<file path="src/rtl/rtc_pkg.sv">
package rtc_pkg;

  localparam int REG_W = 8;

  typedef enum logic [1:0] {
    SYNC_OFF  = 2'd0,
    SYNC_SEC  = 2'd1,
    SYNC_MIN  = 2'd2,
    SYNC_LINE = 2'd3
  } sync_mode_e;

  typedef struct packed {
    logic [6:0] hund;
    logic [5:0] sec;
    logic [5:0] min;
    logic [4:0] hour;
    logic [4:0] day;
    logic [2:0] wday;
    logic [3:0] month;
    logic [6:0] year;
    logic [5:0] week;
  } rtc_time_t;

  // binary (0..99) to two BCD digits
  function automatic logic [REG_W-1:0] to_bcd(input logic [6:0] v);
    logic [7:0] w;
    w = {1'b0, v};
    return ((w / 8'd10) << 4) | (w % 8'd10);
  endfunction

  function automatic logic [6:0] from_bcd(input logic [REG_W-1:0] b);
    return 7'({4'd0, b[7:4]} * 8'd10 + {4'd0, b[3:0]});
  endfunction

  // year is binary 0..99, so a multiple of four has its low two bits clear
  function automatic logic [4:0] month_len(input logic [3:0] m, input logic [6:0] y);
    case (m)
      4'd2:                      return (y[1:0] == 2'd0) ? 5'd29 : 5'd28;
      4'd4, 4'd6, 4'd9, 4'd11:   return 5'd30;
      default:                   return 5'd31;
    endcase
  endfunction

  function automatic logic [REG_W-1:0] hour_12(input logic [4:0] h);
    if (h == 5'd0)       return 8'h12;
    else if (h < 5'd12)  return to_bcd({2'd0, h});
    else if (h == 5'd12) return 8'h92;
    else                 return 8'h80 | to_bcd({2'd0, h - 5'd12});
  endfunction

endpackage

</file>
<file path="src/rtl/rtc_sync_ctrl.sv">
module rtc_sync_ctrl
  import rtc_pkg::*;
#(
  parameter int LINE_STEP = 2,
  parameter int STEP_W    = $clog2(LINE_STEP + 1)
) (
  input  logic              clk,
  input  logic              rst_n,
  input  logic              tick_100hz,
  input  logic              tick_skip,
  input  logic [1:0]        sync_mode,
  input  logic              sync_req,
  input  logic              line_ref,
  input  logic              load_en,
  output logic [STEP_W-1:0] step,
  output logic              round_sec,
  output logic              round_min,
  output logic              line_rise
);

  logic       line_q;
  sync_mode_e mode;

  assign mode      = sync_mode_e'(sync_mode);
  assign line_rise = line_ref & ~line_q;

  always_ff @(posedge clk or negedge rst_n) begin
    if (!rst_n) line_q <= 1'b0;
    else        line_q <= line_ref;
  end

  // priority: load, then rounding request, then the time step
  always_comb begin
    step      = '0;
    round_sec = 1'b0;
    round_min = 1'b0;
    if (!load_en) begin
      case (mode)
        SYNC_LINE: step = line_rise ? STEP_W'(LINE_STEP) : '0;
        SYNC_SEC:  if (sync_req) round_sec = 1'b1;
                   else          step = STEP_W'(tick_100hz & ~tick_skip);
        SYNC_MIN:  if (sync_req) round_min = 1'b1;
                   else          step = STEP_W'(tick_100hz & ~tick_skip);
        default:   step = STEP_W'(tick_100hz & ~tick_skip);
      endcase
    end
  end

endmodule

</file>
<file path="src/rtl/rtc_counter_chain.sv">
module rtc_counter_chain
  import rtc_pkg::*;
#(
  parameter int HUND_PER_SEC = 100,
  parameter int WEEK_LAST    = 53,
  parameter int STEP_W       = 2,
  parameter int SEL_W        = 4
) (
  input  logic              clk,
  input  logic              rst_n,
  input  logic [STEP_W-1:0] step,
  input  logic              round_sec,
  input  logic              round_min,
  input  logic              load_en,
  input  logic [SEL_W-1:0]  load_sel,
  input  logic [REG_W-1:0]  load_data,
  output rtc_time_t         time_q,
  output logic              sec_up,
  output logic              min_up,
  output logic              hour_up,
  output logic              day_up,
  output logic              month_up,
  output logic              year_up,
  output logic              chain_active
);

  localparam logic [7:0] HUND_LIM = 8'(HUND_PER_SEC);
  localparam logic [5:0] WEEK_TOP = 6'(WEEK_LAST);

  rtc_time_t  nx;
  logic [7:0] hsum;
  logic [6:0] ld_bin;

  assign chain_active = load_en | round_sec | round_min | (step != '0);
  assign ld_bin       = from_bcd(load_data);

  always_comb begin
    nx       = time_q;
    sec_up   = 1'b0;
    min_up   = 1'b0;
    hour_up  = 1'b0;
    day_up   = 1'b0;
    month_up = 1'b0;
    year_up  = 1'b0;
    hsum     = {1'b0, time_q.hund} + 8'(step);

    if (round_min) begin
      nx.hund = '0;
      nx.sec  = '0;
      min_up  = (time_q.sec >= 6'd30);
    end else if (round_sec) begin
      nx.hund = '0;
      sec_up  = (time_q.hund >= 7'd50);
    end else if (step != '0) begin
      if (hsum >= HUND_LIM) begin
        nx.hund = 7'(hsum - HUND_LIM);
        sec_up  = 1'b1;
      end else begin
        nx.hund = hsum[6:0];
      end
    end

    if (sec_up) begin
      if (time_q.sec == 6'd59) begin nx.sec = '0; min_up = 1'b1; end
      else nx.sec = time_q.sec + 6'd1;
    end
    if (min_up) begin
      if (time_q.min == 6'd59) begin nx.min = '0; hour_up = 1'b1; end
      else nx.min = time_q.min + 6'd1;
    end
    if (hour_up) begin
      if (time_q.hour == 5'd23) begin nx.hour = '0; day_up = 1'b1; end
      else nx.hour = time_q.hour + 5'd1;
    end
    if (day_up) begin
      if (time_q.wday == 3'd7) begin
        nx.wday = 3'd1;
        nx.week = (time_q.week >= WEEK_TOP) ? WEEK_TOP : time_q.week + 6'd1;
      end else begin
        nx.wday = time_q.wday + 3'd1;
      end
      if (time_q.day >= month_len(time_q.month, time_q.year)) begin
        nx.day   = 5'd1;
        month_up = 1'b1;
      end else begin
        nx.day = time_q.day + 5'd1;
      end
    end
    if (month_up) begin
      if (time_q.month == 4'd12) begin nx.month = 4'd1; year_up = 1'b1; end
      else nx.month = time_q.month + 4'd1;
    end
    if (year_up) begin
      nx.year = (time_q.year == 7'd99) ? 7'd0 : time_q.year + 7'd1;
      nx.week = 6'd1;
    end
  end

  always_ff @(posedge clk or negedge rst_n) begin
    if (!rst_n) begin
      time_q <= '{hund: '0, sec: '0, min: '0, hour: '0, day: 5'd1,
                  wday: 3'd1, month: 4'd1, year: '0, week: 6'd1};
    end else if (load_en) begin
      case (load_sel)
        SEL_W'(0): time_q.hund  <= ld_bin;
        SEL_W'(1): time_q.sec   <= 6'(ld_bin);
        SEL_W'(2): time_q.min   <= 6'(ld_bin);
        SEL_W'(3): time_q.hour  <= 5'(ld_bin);
        SEL_W'(4): time_q.day   <= 5'(ld_bin);
        SEL_W'(5): time_q.wday  <= 3'(ld_bin);
        SEL_W'(6): time_q.month <= 4'(ld_bin);
        SEL_W'(7): time_q.year  <= ld_bin;
        SEL_W'(8): time_q.week  <= 6'(ld_bin);
        default: ;
      endcase
    end else begin
      time_q <= nx;
    end
  end

endmodule

</file>
<file path="src/rtl/rtc_view.sv">
module rtc_view
  import rtc_pkg::*;
(
  input  logic             clk,
  input  logic             rst_n,
  input  rtc_time_t        time_q,
  input  logic             fmt_12h,
  output logic [REG_W-1:0] rd_hund,
  output logic [REG_W-1:0] rd_sec,
  output logic [REG_W-1:0] rd_min,
  output logic [REG_W-1:0] rd_hour,
  output logic [REG_W-1:0] rd_day,
  output logic [REG_W-1:0] rd_wday,
  output logic [REG_W-1:0] rd_month,
  output logic [REG_W-1:0] rd_year,
  output logic [REG_W-1:0] rd_week
);

  // the chain settles within one cycle, so the whole bank is copied at once
  always_ff @(posedge clk or negedge rst_n) begin
    if (!rst_n) begin
      rd_hund  <= 8'h00;
      rd_sec   <= 8'h00;
      rd_min   <= 8'h00;
      rd_hour  <= 8'h00;
      rd_day   <= 8'h01;
      rd_wday  <= 8'h01;
      rd_month <= 8'h01;
      rd_year  <= 8'h00;
      rd_week  <= 8'h01;
    end else begin
      rd_hund  <= to_bcd(time_q.hund);
      rd_sec   <= to_bcd({1'b0, time_q.sec});
      rd_min   <= to_bcd({1'b0, time_q.min});
      rd_hour  <= fmt_12h ? hour_12(time_q.hour) : to_bcd({2'd0, time_q.hour});
      rd_day   <= to_bcd({2'd0, time_q.day});
      rd_wday  <= to_bcd({4'd0, time_q.wday});
      rd_month <= to_bcd({3'd0, time_q.month});
      rd_year  <= to_bcd(time_q.year);
      rd_week  <= to_bcd({1'b0, time_q.week});
    end
  end

endmodule

</file>
<file path="src/rtl/rtc_timekeeper.sv">
module rtc_timekeeper
  import rtc_pkg::*;
#(
  parameter int HUND_PER_SEC = 100,
  parameter int LINE_STEP    = 2,
  parameter int WEEK_LAST    = 53,
  parameter int SEL_W        = 4
) (
  input  logic             clk,
  input  logic             rst_n,
  input  logic             tick_100hz,
  input  logic             tick_skip,
  input  logic             fmt_12h,
  input  logic [1:0]       sync_mode,
  input  logic             sync_req,
  input  logic             line_ref,
  input  logic             load_en,
  input  logic [SEL_W-1:0] load_sel,
  input  logic [7:0]       load_data,
  output logic [7:0]       rd_hund,
  output logic [7:0]       rd_sec,
  output logic [7:0]       rd_min,
  output logic [7:0]       rd_hour,
  output logic [7:0]       rd_day,
  output logic [7:0]       rd_wday,
  output logic [7:0]       rd_month,
  output logic [7:0]       rd_year,
  output logic [7:0]       rd_week
);

  localparam int STEP_W = $clog2(LINE_STEP + 1);

  logic [STEP_W-1:0] step;
  logic              round_sec, round_min, line_rise;
  logic              sec_up, min_up, hour_up, day_up, month_up, year_up;
  logic              chain_active;
  rtc_time_t         time_q;

  rtc_sync_ctrl #(.LINE_STEP(LINE_STEP), .STEP_W(STEP_W)) u_sync (
    .clk(clk), .rst_n(rst_n), .tick_100hz(tick_100hz), .tick_skip(tick_skip),
    .sync_mode(sync_mode), .sync_req(sync_req), .line_ref(line_ref),
    .load_en(load_en), .step(step), .round_sec(round_sec),
    .round_min(round_min), .line_rise(line_rise)
  );

  rtc_counter_chain #(
    .HUND_PER_SEC(HUND_PER_SEC), .WEEK_LAST(WEEK_LAST),
    .STEP_W(STEP_W), .SEL_W(SEL_W)
  ) u_chain (
    .clk(clk), .rst_n(rst_n), .step(step), .round_sec(round_sec),
    .round_min(round_min), .load_en(load_en), .load_sel(load_sel),
    .load_data(load_data), .time_q(time_q), .sec_up(sec_up),
    .min_up(min_up), .hour_up(hour_up), .day_up(day_up),
    .month_up(month_up), .year_up(year_up), .chain_active(chain_active)
  );

  rtc_view u_view (
    .clk(clk), .rst_n(rst_n), .time_q(time_q), .fmt_12h(fmt_12h),
    .rd_hund(rd_hund), .rd_sec(rd_sec), .rd_min(rd_min), .rd_hour(rd_hour),
    .rd_day(rd_day), .rd_wday(rd_wday), .rd_month(rd_month),
    .rd_year(rd_year), .rd_week(rd_week)
  );

endmodule

</file>
<file path="config.mk">
export PLATFORM = sky130hd
export DESIGN_NAME = rtc_timekeeper
export DESIGN_NICKNAME = d
export VERILOG_FILES = /design/src/rtl/rtc_pkg.sv /design/src/rtl/rtc_sync_ctrl.sv /design/src/rtl/rtc_counter_chain.sv /design/src/rtl/rtc_view.sv /design/src/rtl/rtc_timekeeper.sv
export SDC_FILE = /design/constraint.sdc
export NUM_CORES = 1
export LEC_CHECK = 0
export BUFFER_PORTS_ARGS = -buffer_cell sky130_fd_sc_hd__buf_2
export CAP_MARGIN = 20
export CORE_MARGIN = 3
export CORE_UTILIZATION = 45
export CTS_BUF_LIST = sky130_fd_sc_hd__clkbuf_16
export DETAILED_ROUTE_END_ITERATION = 16
export PLACE_DENSITY = 0.64
export SLEW_MARGIN = 30
export SYNTH_ARGS = -nofsm -noshare
export SYNTH_HDL_FRONTEND = slang
export SYNTH_SLANG_ARGS = --single-unit
</file>
<file path="constraint.sdc">
create_clock -name clk -period 4 [get_ports clk]
set_input_delay 0.4 -clock clk [delete_from_list [all_inputs] [get_ports clk]]
set_output_delay 0.4 -clock clk [all_outputs]
set_load 0.02 [all_outputs]
</file>
* Word-level counts from Yosys, hierarchy flattened
Cells that the tools add are included.
Cells by class: add/sub/neg operators 12, multiply operators 1, div/mod/pow operators 20, magnitude comparators 6, equality and inequality tests 32, muxes and demuxes 62, bitwise logic cells 14, reduce and logical (&&, ||, !) cells 24
Operators by type and width (count):
- 8-bit bitwise OR | 9
- 6-bit two-way mux | 11
- 7-bit two-way mux | 8
- 49-bit two-way mux | 1
- 8-bit two-way mux | 4
- 5-bit two-way mux | 6
- 5-bit by 4-bit divider with 8-bit output, second input constant | 3
- 6-bit by 4-bit divider with 8-bit output, second input constant | 3
- 4-bit by 3-bit == test with 1-bit output, second input constant | 6
- 5-bit by 4-bit modulo with 8-bit output, second input constant | 3
- 6-bit by 4-bit modulo with 8-bit output, second input constant | 3
- 1-bit two-way mux | 21
- 6-bit by 1-bit adder with 6-bit output, second input constant | 3
- 2-bit by 1-bit != test with 1-bit output, second input constant | 9
- 7-bit by 4-bit divider with 8-bit output, second input constant | 2
- 4-bit == test, second input constant | 4
- 7-bit by 4-bit modulo with 8-bit output, second input constant | 2
- 2-bit AND reduction | 8
- 13-bit two-way mux | 1
- 4-bit by 2-bit == test with 1-bit output, second input constant | 3
- 6-bit == test, second input constant | 2
- 4-bit two-way mux | 3
- 2-bit nonzero test | 6
- 5-bit by 1-bit adder with 5-bit output, second input constant | 2
- 42 further kinds | 48
Word-level totals: flip-flop bits (word level) 122, input bits 22, output and inout port bits 72

* Logic depth before layout (Yosys ltp)
word-level depth 21, depth in mapped cells 17, gate-level depth less buffers 16

* Modules after synthesis
A second synthesis with hierarchy kept.
Unflattened totals: cell total of the unflattened synthesis 1015, area, all modules 8822.2 um^2
By module, submodules not included:
- rtc_view | instances 1, cells each 509, area each 4566.9 um^2, sequential area each 1681.6 um^2
- rtc_counter_chain | instances 1, cells each 491, area each 4111.4 um^2, sequential area each 1231.2 um^2
- rtc_sync_ctrl | instances 1, cells each 15, area each 143.9 um^2, sequential area each 25.0 um^2

* Worst setup path after synthesis
OpenSTA, ideal clock, no wires.
path type input-to-reg, start point input load_en, end point register u_chain.time_q[33] (netlist name), library setup time 127 ps, arrival 3763 ps, data required time 3873 ps, path slack 109 ps, stages 15, path through buf_2 > nor3_1 > ha_1 > a21oi_1 > nand2b_1 > xor2_1 > ha_1 > or3b_2 > a32o_1 > nor2_1 > o21ai_2 > o221a_1 > buf_2 > a21oi_1 > o22ai_1
On the way: cells in the longest elaborated chain, start to end 10, elaborated cells on any way between the ends 17, those cells by class add/sub: 1; order compare: 1; eq/ne: 1; mux: 11; reduce/logical: 3
RTL lines:
- from (decl) | RTL line rtc_timekeeper.sv:17 | input logic load_en,
- 2-bit two-way mux | RTL line rtc_sync_ctrl.sv:37 | if (!load_en) begin
- 7-bit by 2-bit adder with 8-bit output | RTL line rtc_counter_chain.sv:45 | hsum = {1'b0, time_q.hund} + 8'(step);
- 8-bit by 7-bit >= comparator with 1-bit output | RTL line rtc_counter_chain.sv:55 | if (hsum >= HUND_LIM) begin
- 1-bit two-way mux | RTL line rtc_counter_chain.sv:55
- 1-bit two-way mux | RTL line rtc_counter_chain.sv:54 | end else if (step != '0) begin
- 1-bit two-way mux | RTL line rtc_counter_chain.sv:51 | end else if (round_sec) begin
- 1-bit two-way mux | RTL line rtc_counter_chain.sv:47 | if (round_min) begin
- 1-bit two-way mux | RTL line rtc_counter_chain.sv:63 | if (sec_up) begin
- 2-bit nonzero test (no source line)
- 2-bit AND reduction (no source line)
Parallel ways exist; a longest one is shown, timed or not. A chain may end at the register's enable or synchronous reset.

* Final worst setup path
start point input sync_mode[0], end point register u_chain.time_q[8] (netlist name)
On the way: cells in the longest elaborated chain, start to end 17, elaborated cells on any way between the ends 26, those cells by class add/sub: 1; order compare: 1; eq/ne: 3; mux: 17; reduce/logical: 4
RTL lines:
- from (decl) | RTL line rtc_timekeeper.sv:14 | input logic [1:0] sync_mode,
- 2-bit by 1-bit == test with 1-bit output or 2-bit == test (tied branches) | RTL line rtc_sync_ctrl.sv:38 | case (mode)
- 2-bit OR reduction (no source line)
- 2-bit one-hot mux with 2 select lines | RTL line rtc_sync_ctrl.sv:38
- 2-bit two-way mux | RTL line rtc_sync_ctrl.sv:37
- 7-bit by 2-bit adder with 8-bit output | RTL line rtc_counter_chain.sv:45
- 8-bit by 7-bit >= comparator with 1-bit output | RTL line rtc_counter_chain.sv:55
- 1-bit two-way mux | RTL line rtc_counter_chain.sv:55
- 1-bit two-way mux | RTL line rtc_counter_chain.sv:54
- 1-bit two-way mux | RTL line rtc_counter_chain.sv:51
- 1-bit two-way mux | RTL line rtc_counter_chain.sv:47
- 1-bit two-way mux (*) | RTL line rtc_counter_chain.sv:63
- 1-bit two-way mux (*) | RTL line rtc_counter_chain.sv:67 | if (min_up) begin
- 1-bit two-way mux (*) | RTL line rtc_counter_chain.sv:71 | if (hour_up) begin
- 1-bit two-way mux (*) | RTL line rtc_counter_chain.sv:75 | if (day_up) begin
- 1-bit two-way mux (*) | RTL line rtc_counter_chain.sv:89 | if (month_up) begin
- 2-bit nonzero test (no source line) (*)
- 2-bit AND reduction (no source line) (*)
Every way passes the cells marked *; elsewhere a longest branch is shown, timed or not.

==> key figures <==
Run status
  – Status: complete, no violations

Place
  – Gpl congestion: 0.894
  – DP Cell Count: 1322
  – DP HPWL: 15.4 mm
  – Area post-placement: 9280 um^2
  – Pre-CTS WS: -0.0414 ns
  – # port buffers: 88

Finish
  – Design area: 9870 um^2
  – Ratio of cells with drive above 1 in the final layout: 16.1%
  – Most common cell after layout, fill and taps aside: dfrtp_1
  – Final core utilization: 53.8%
  – Post-Layout Cell Count: 1356
  – Layout net count: 1204
  – Syn-to-layout area delta: 14.9%
  – Commonest non-fill, non-tap cells in the layout: dfrtp_1 (109), nand2_1 (95), o21ai_0 (93)

Setup path
  – Critical path, cell by cell: buf_2, inv_1, ha_1, nor2b_1, o211a_1, ha_1, fa_1, xor2_1, ha_1, or3b_2, a32o_1, nor2_1, o211a_1, o21ai_1, a2111oi_0, a221o_1
  – Worst path most repeated cell: ha_1
  – CP arrival: 4.01 ns
  – Worst Setup End Kind: flip-flop
  – Cells on worst reg2reg path: 13
  – CP peak stage delay: 0.44 ns
  – Setup CP Type: input port to flip-flop
  – CP max-delay cell: or3b_2
  – Critical path launch point type: input port
  – Critical path fanouts, max: 4
  – Reg2reg end: u_chain.time_q[8]
  – Largest delay share family, worst path: compound AO/OA/AOI/OAI gates
  – R2R Setup Slk: 0.44 ns
  – Reg-to-Reg Start: u_sync.line_q
  – Buf+Inv Stages, Crit Path: 2
  – Critical path required time: 4.36 ns

Floorplanning
  – Core area: 18300 um^2
  – Site Rows: 49
  – Io pins: 94
  – Die height: 144 um
  – Die Width: 144 um
  – Initial Utilization: 46.8%
  – Die area: 20800 um^2

Power
  – Pwr dens: 687 nW/um^2
  – Leakage: 4.49 nW
  – Maximum vdd drop: 0.326 mV

Synthesis
  – Post-synth EDFFs: 0
  – Flop and latch count out of synthesis: 117
  – Synth cell types: 87
  – Synth Warn #: 0
  – Register area share after synthesis: 34.2%
  – Gate count of the mapped netlist: 1038
  – Synth Flop Type: dfrtp_1
  – Avg Cell Area, Syn: 8.27 um^2
  – Cell Area, Synth: 8590 um^2
  – FFs w/ async S/R, synth: 100%

Route
  – Routed wire length: 21.8 mm
  – Drc violations: 0
  – Pre-antenna DRT Iters: 5
  – DR vias: 7837
  – Starting DRT DRC Count: 559
  – Wire per inst: 16.1 um
  – Vias/cell: 5.78
  – Routed Antenna Nets: 0

Hold path
  – Hold EP: u_sync.line_q
  – Worst hold path class: input port to flip-flop
  – WHS Path Cells: 1
  – HP Start: line_ref

STA
  – Fin. max-slew vios: 0
  – Tmin final: 3.65 ns
  – Fmax: 274 MHz
  – Slew HR: 42.7%
  – Post-route worst setup slack: 0.346 ns
  – Final hold vios: 0
  – Worst clock skew: 0.00896 ns
  – Unrepaired setup endpoints after global routing: no
  – Tightest Pin Transition: 0.854 ns
  – Period utilization: 91.4%
  – Endpoints failing setup: 0

GRT
  – Remaining Overflow, GRT: 0
  – First-pass GRT wire length: 36.5 mm
  – Initial antenna violation count: 0
  – Overall routing resource usage: 21.6%
  – Number of global-route vias before repair: 7204
  – Largest net degree at the start of global routing: 47

CTS
  – CTS buffer count: 17
  – CTS max path bufs: 2
  – Worst skew pair latency: 0.42 ns
  – CTS tree: built
  – Clk root buf: clkbuf_16
  – H-tree depth: 4
  – Postcts setup bufs: 0
  – Clock Pin Slew Worst Setup and Hold Paths: 0.06 ns
  – Clock sink count: 117

Flow run
  – Max Cap Viol: 0
==> stage by stage <==
step	total power [mW]	hold WS, ns	setup TNS (ns)
after floorplan	4.43	0.104	0
after global placement	5.24	0.379	0
after detailed placement	5.27	0.382	-0.200
after CTS	6.82	0.0949	0
after global routing	7.37	0.0916	0
final	6.78	0.104	0
==> final cells by class <==
type | count | area (um^2)
fillers | 1732 | 8460
multi-input cells | 800 | 5160
flip-flops and latches | 117 | 2940
repair buffers | 122 | 701
clock buffers | 17 | 425
well taps | 229 | 287
inverters | 55 | 206
clock inverters | 15 | 148
diodes | 1 | 2.50
==> layer usage <==
| layer | share of wire, % | vias to the layer above | global-route usage, % |
|---|---|---|---|
| met3 | 5.8 | 23 | 4.89 |
| met2 | 45 | 233 | 33.5 |
| met4 | 0.95 | 0 | 4.61 |
| li1 | - | 3868 | - |
| met1 | 48 | 3713 | 31.0 |
| met5 | 0 | - | 0 |
==> synth_stat cells, drive strengths merged, types with 9 or more instances <==
| library cell | instances | area share, % |
|---|---|---|
| mux2i | 10 | 1.2 |
| inv | 54 | 2.4 |
| xor2 | 9 | 0.92 |
| nor3 | 30 | 1.7 |
| nor2 | 86 | 3.8 |
| o211ai | 10 | 0.87 |
| nand2b | 25 | 1.8 |
| a211oi | 11 | 1.0 |
| a31oi | 22 | 1.6 |
| a21o | 9 | 0.79 |
| nand3b | 9 | 0.79 |
| nand3 | 27 | 1.7 |
| a21oi | 82 | 4.9 |
| o22ai | 14 | 1.0 |
| and3 | 10 | 0.73 |
| buf | 23 | 1.5 |
| nor2b | 21 | 1.5 |
| o31ai | 17 | 1.5 |
| ha | 66 | 9.6 |
| o21ai | 102 | 6.1 |
| xnor2 | 14 | 1.4 |
| dfrtp | 109 | 32 |
| nand2 | 98 | 4.4 |
| clkbuf | 47 | 2.1 |
==> kinds of logic (layout without fill, tap and decap cells) <==
| kind of cell | after synthesis | count (layout) | synth area share (%) |
|---|---|---|---|
| fa+ha+maj | 69 | 69 | 10.3 |
| flops | 117 | 117 | 34.2 |
| mux | 12 | 12 | 1.43 |
| compound gates | 346 | 346 | 25.9 |
| simple gates | 345 | 345 | 19.8 |
| other cells | 1 | 6 | 0.0437 |
| buf+inv | 125 | 209 | 5.93 |
| xor+xnor | 23 | 23 | 2.35 |
==> power by group <==
part / leakage [nW] / switching [mW] / total [mW] / internal [mW]
clock network: 0.292 / 0.546 / 1.50 / 0.959
registers: 1.41 / 0.502 / 2.14 / 1.64
logic: 2.79 / 1.90 / 3.14 / 1.23
total: 4.49 / 2.95 / 6.78 / 3.83
==> worst max path at each step <==
stage                     slack (ns)     startpoint                  to  depth (start not counted)
after floorplan                 0.11        load_en  u_chain.time_q[33]                         15
after global placement          0.05   sync_mode[0]  u_chain.time_q[30]                         17
after detailed placement       -0.04   sync_mode[0]  u_chain.time_q[28]                         17
after CTS                       0.32  u_sync.line_q  u_chain.time_q[28]                         14
after global routing            0.04   sync_mode[0]  u_chain.time_q[28]                         18
final                           0.35   sync_mode[0]   u_chain.time_q[8]                         16
==> repair_timing <==
item	4_1_cts	5_1_grt
hold buffers	1	0
resized for setup	0	1
endpoints found under the hold margin	13	0
setup endpoints to repair	0	4
==> sequential cells by signal (all words and copies together) (netlist names), 3 cells and up <==
signal and flops:
u_view.rd_day 8, u_view.rd_month 8, u_view.rd_year 8, u_view.rd_wday 3, u_view.rd_sec 8, u_view.rd_hour 8, u_view.rd_hund 8, u_chain.time_q 49
u_view.rd_week 8, u_view.rd_min 8
Note: power is estimated with default switching activity, not from simulation.
